## src/rtl/sifs_trig_pkg.sv

```systemverilog
package sifs_trig_pkg;

   typedef enum logic [1:0] {
      CLS_OTHER  = 2'd0,
      CLS_PSPOLL = 2'd1,
      CLS_QOS    = 2'd2,
      CLS_BAR    = 2'd3
   } frm_cls_e;

   // rule indices double as priority rank (0 = highest)
   localparam int N_RULES     = 5;
   localparam int RULE_PSPOLL = 0;
   localparam int RULE_PSTRIG = 1;
   localparam int RULE_EXPL   = 2;
   localparam int RULE_BQOS   = 3;
   localparam int RULE_BBAR   = 4;
   localparam int CAUSE_W     = $clog2(N_RULES + 1);

endpackage

```

## src/rtl/sifs_tid_sel.sv

```systemverilog
module sifs_tid_sel #(
   parameter int TID_W  = 4,
   parameter bit ONEHOT = 1'b0
) (
   input  logic [(1<<TID_W)-1:0] map,
   input  logic [TID_W-1:0]      tid,
   output logic                  hit
);
   localparam int MAP_W = 1 << TID_W;

   generate
      if (ONEHOT) begin : g_onehot
         logic [MAP_W-1:0] dec;
         always_comb begin
            dec      = '0;
            dec[tid] = 1'b1;
         end
         assign hit = |(dec & map);
      end else begin : g_mux
         assign hit = map[tid];
      end
   endgenerate

endmodule

```

## src/rtl/sifs_rule_match.sv

```systemverilog
module sifs_rule_match
   import sifs_trig_pkg::*;
#(
   parameter int TID_W         = 4,
   parameter bit ONEHOT_LOOKUP = 1'b0
) (
   input  frm_cls_e              cls,
   input  logic                  pm,
   input  logic [TID_W-1:0]      tid,
   input  logic                  boost_flag,
   input  logic [N_RULES-1:0]    en,
   input  logic [(1<<TID_W)-1:0] ps_map,
   input  logic [(1<<TID_W)-1:0] boost_map,
   output logic [N_RULES-1:0]    hits
);
   logic ps_bit;
   logic bst_bit;
   logic is_qos;
   logic is_bar;

   sifs_tid_sel #(.TID_W(TID_W), .ONEHOT(ONEHOT_LOOKUP)) u_ps_sel (
      .map (ps_map),
      .tid (tid),
      .hit (ps_bit)
   );

   sifs_tid_sel #(.TID_W(TID_W), .ONEHOT(ONEHOT_LOOKUP)) u_bst_sel (
      .map (boost_map),
      .tid (tid),
      .hit (bst_bit)
   );

   assign is_qos = (cls == CLS_QOS);
   assign is_bar = (cls == CLS_BAR);

   always_comb begin
      hits              = '0;
      hits[RULE_PSPOLL] = en[RULE_PSPOLL] & (cls == CLS_PSPOLL);
      hits[RULE_PSTRIG] = en[RULE_PSTRIG] & is_qos & pm & ps_bit;
      hits[RULE_EXPL]   = en[RULE_EXPL] & (is_qos | is_bar) & ~pm & boost_flag;
      hits[RULE_BQOS]   = en[RULE_BQOS] & is_qos & ~pm & bst_bit;
      hits[RULE_BBAR]   = en[RULE_BBAR] & is_bar & ~pm & bst_bit;
   end

endmodule

```

## src/rtl/sifs_prio_pick.sv

```systemverilog
module sifs_prio_pick
   import sifs_trig_pkg::*;
(
   input  logic [N_RULES-1:0] hits,
   output logic [CAUSE_W-1:0] code
);
   // walk from lowest to highest rank so the highest rank wins
   always_comb begin
      code = '0;
      for (int i = N_RULES - 1; i >= 0; i--) begin
         if (hits[i]) code = CAUSE_W'(i + 1);
      end
   end

endmodule

```

## src/rtl/sifs_trig_eval.sv

```systemverilog
module sifs_trig_eval
   import sifs_trig_pkg::*;
#(
   parameter int TID_W         = 4,
   parameter int TBL_W         = 5,
   parameter bit ONEHOT_LOOKUP = 1'b0
) (
   input  logic                          clk,
   input  logic                          rst_n,
   input  logic                          frame_valid,
   input  logic [1:0]                    frame_class,
   input  logic                          frame_pm,
   input  logic [TID_W-1:0]              frame_tid,
   input  logic                          frame_boost_flag,
   input  logic [sifs_trig_pkg::N_RULES-1:0] peer_en,
   input  logic [(1<<TID_W)-1:0]         peer_ps_map,
   input  logic [(1<<TID_W)-1:0]         peer_boost_map,
   input  logic [TBL_W-1:0]              peer_tbl_id,
   output logic                          irq_pulse,
   output logic [sifs_trig_pkg::CAUSE_W-1:0] irq_cause,
   output logic                          resp_tbl_vld,
   output logic [TBL_W-1:0]              resp_tbl_idx
);
   generate
      if (TID_W < 1 || TID_W > 6) begin : g_bad_tid
         $error("sifs_trig_eval: TID_W must lie in 1..6");
      end
      if (TBL_W < 1) begin : g_bad_tbl
         $error("sifs_trig_eval: TBL_W must be at least 1");
      end
   endgenerate

   logic [N_RULES-1:0] hits;
   logic [CAUSE_W-1:0] code;
   logic               fire;
   logic               tbl_ok;

   sifs_rule_match #(.TID_W(TID_W), .ONEHOT_LOOKUP(ONEHOT_LOOKUP)) u_match (
      .cls        (frm_cls_e'(frame_class)),
      .pm         (frame_pm),
      .tid        (frame_tid),
      .boost_flag (frame_boost_flag),
      .en         (peer_en),
      .ps_map     (peer_ps_map),
      .boost_map  (peer_boost_map),
      .hits       (hits)
   );

   sifs_prio_pick u_pick (
      .hits (hits),
      .code (code)
   );

   assign fire   = frame_valid & (|hits);
   assign tbl_ok = fire & (|peer_tbl_id);

   always_ff @(posedge clk) begin
      if (!rst_n) begin
         irq_pulse    <= 1'b0;
         irq_cause    <= '0;
         resp_tbl_vld <= 1'b0;
         resp_tbl_idx <= '0;
      end else begin
         irq_pulse    <= fire;
         irq_cause    <= fire ? code : '0;
         resp_tbl_vld <= tbl_ok;
         resp_tbl_idx <= tbl_ok ? peer_tbl_id : '0;
      end
   end

endmodule

```

## config.mk

```make
export PLATFORM = sky130hd
export DESIGN_NAME = sifs_trig_eval
export DESIGN_NICKNAME = d
export VERILOG_FILES = /design/src/rtl/sifs_trig_pkg.sv /design/src/rtl/sifs_tid_sel.sv /design/src/rtl/sifs_rule_match.sv /design/src/rtl/sifs_prio_pick.sv /design/src/rtl/sifs_trig_eval.sv
export SDC_FILE = /design/constraint.sdc
export NUM_CORES = 1
export LEC_CHECK = 0
export CAP_MARGIN = 20
export CORE_AREA = 5 5 47 53
export DETAILED_ROUTE_END_ITERATION = 10
export DIE_AREA = 0 0 52 58
export DONT_BUFFER_PORTS = 1
export GPL_TIMING_DRIVEN = 0
export HOLD_SLACK_MARGIN = 0.06
export PLACE_DENSITY_LB_ADDON = 0.08
export RECOVER_POWER = 50
export SLEW_MARGIN = 20
export SYNTH_ARGS = -nofsm -noshare
export SYNTH_HDL_FRONTEND = slang
export SYNTH_SLANG_ARGS = --single-unit
```

## constraint.sdc

```tcl
create_clock -name clk -period 1.6 [get_ports clk]
set_clock_uncertainty 0.2 [all_clocks]
set_input_delay 0.08 -clock clk [delete_from_list [all_inputs] [get_ports clk]]
set_output_delay 0.08 -clock clk [all_outputs]
set_load 0.005 [all_outputs]
```

==> reports/results.ini <==
[status]
outcome=complete, no violations

[clocking]
h-tree-depth=1
cts_resized=0
cts_buffers=3
clkSinkCount=10
postCtsHoldBufs=15
clk_pin_slew_worst_paths_ns=0.06
tritoncts=yes
cts_setup_buffers=0
ctsLongestPathBuffers=2
cts_root_buf=clkbuf_4

[grt]
grt_pass1_wl_mm=3.03
globalRouteTotalUtil=0.131
grt_start_max_net_pins=11
grt_remaining_overflow=0
antenna_found_initial=0
grt_pass1_vias=734

[logic_synthesis]
ys_async_sr_fraction=0
syn_area_per_cell_um2=8.90
ys_seq_area_frac=0.281
syn_nets=133
synth_most_common_cell=mux2i_1
ys_types=28
synth_top_area_share=0.281
synth_flop_cell=dfxtp_1
synthCells=80
ys_warn_count=0
synth.top_cells.by_area=dfxtp_1 (28%), mux2i_1 (21%), a21oi_1 (6.3%)
synth_commonest_cells=mux2i_1 (15), dfxtp_1 (10), a21oi_1 (9), nand2_1 (8)
mappedNetlistArea_um2=712
ys_ff_latch=10
yosysTopAreaCell=dfxtp_1
synth_edf_count=0

[finish]
syn2layout_area_growth_pct=29.2
drive_above_1_share=0.102
multi_input_area_um2=478
fin_util=0.475
final_nets=153
antennaDiodeCount=0
fill_cells=193
seqCellArea_um2=200

[sta]
period_share=0.957
rsz0062_at_grt=false
hold_viol=0
hold-worst-slack_ns=0.0771
min_period_ns=1.53
finalSetupViolCount=0
relSlewSlack=0.610
drv_slew=0
max_freq_mhz=653
tightest_slew_ns=0.579

[pwr]
power_mw=0.550
ir_drop_mv=0.439
power_density_nw_per_um2=598
leakagePower_nw=0.360

[hold_path]
hp-class=in2reg
min_from=frame_valid

[floorplanning]
die_w_um=52
core_um2=1940
die_h_um=58
dieArea_um2=3020
start_util=0.368
ioPinCount=63
std_cell_rows=17

[setup_path]
cp_max_fo=8
cp-start-kind=input port
cp.required_ns=1.54
startpoint=frame_tid[3]
cp-endpoint=irq_cause[2]
arrival_ns=1.47
worstSetupPathType=in2reg
endpoint_kind=flip-flop

[drt]
wl_per_cell_um=15.7
dr.pass1.iters=4
wl_mm=1.98
vias=713
via_per_inst=5.66
drtAntennaViolNets=0
drt_iter0_markers=13
drc=0

[placement]
portBuffers=0
place.detailed.hpwl_mm=1.57
globalplace.congestion=0.774

[flow_run]
maxCapViolations=0

## registers in the layout, indices dropped and copies added (netlist names)
register	flops
irq_cause	3
irq_pulse	1
resp_tbl_idx	5
resp_tbl_vld	1
## worst max-delay path, stage by stage
cell and delay [ns]:
inv_1 0.02, dlygate4sd3_1 0.55, a211o_1 0.24, a211oi_2 0.27
nor3_4 0.12, and3b_1 0.20
## per-layer routing
metal | part of all wire | global-route usage | vias up
met1 | 0.41 | 0.151 | 328
met5 | 0 | 0 | -
li1 | - | - | 341
met2 | 0.48 | 0.226 | 42
met4 | 0.0030 | 0.0225 | 0
met3 | 0.10 | 0.0566 | 2
## metrics by stage
step | worst slack, ns | TNS [ns] | cell area [um^2] | instances
2_1_floorplan | 0.0664 | 0 | 712 | 80
3_3_place_gp | -0.139 | -0.730 | 747 | 108
3_5_place_dp | -0.158 | -0.890 | 747 | 108
4_1_cts | 0.0718 | 0 | 920 | 126
5_1_grt | 0.0254 | 0 | 920 | 126
6_report | 0.0688 | 0 | 920 | 126
## power breakdown
group | leakage [nW] | switching (mW) | internal (mW) | total [mW]
clock network | 0.0138 | 0.0729 | 0.0861 | 0.159
logic | 0.265 | 0.0577 | 0.0741 | 0.132
registers | 0.0810 | 0.00316 | 0.256 | 0.259
## cell type report
type,count,share of cell area
Buffer,3,0.0286
Clock buffer,3,0.0245
Inverter,2,0.00816
Multi-Input combinational cell,65,0.520
Sequential cell,10,0.218
Tap cell,28,0.0381
Timing Repair Buffer,15,0.163
## placed cells by master, fill, tap and decap left out, types with 3 or more instances in the layout
master / n
a21oi_1: 9
a22oi_1: 3
clkbuf_4: 3
dfxtp_1: 10
dlygate4sd3_1: 15
mux2i_1: 15
nand2_1: 8
nand3_1: 3
o21ai_0: 3
## worst min path at each step
stage	end	slack, ns	depth (start not counted)
finish	resp_tbl_idx[2]	0.08	4
global route	resp_tbl_idx[2]	0.10	4
CTS	resp_tbl_idx[2]	0.06	4
detailed placement	resp_tbl_idx[1]	0.002	2
global placement	resp_tbl_idx[3]	0.0008	2
floorplan	resp_tbl_idx[0]	-0.004	2
## cells by family after synthesis
logic type / synth area share
flip-flops: 0.281
multiplexers: 0.243
buffers and inverters: 0.0474
AND/OR/NAND/NOR: 0.213
AO/OA/AOI/OAI: 0.216
(Power assumes the default switching activity.)
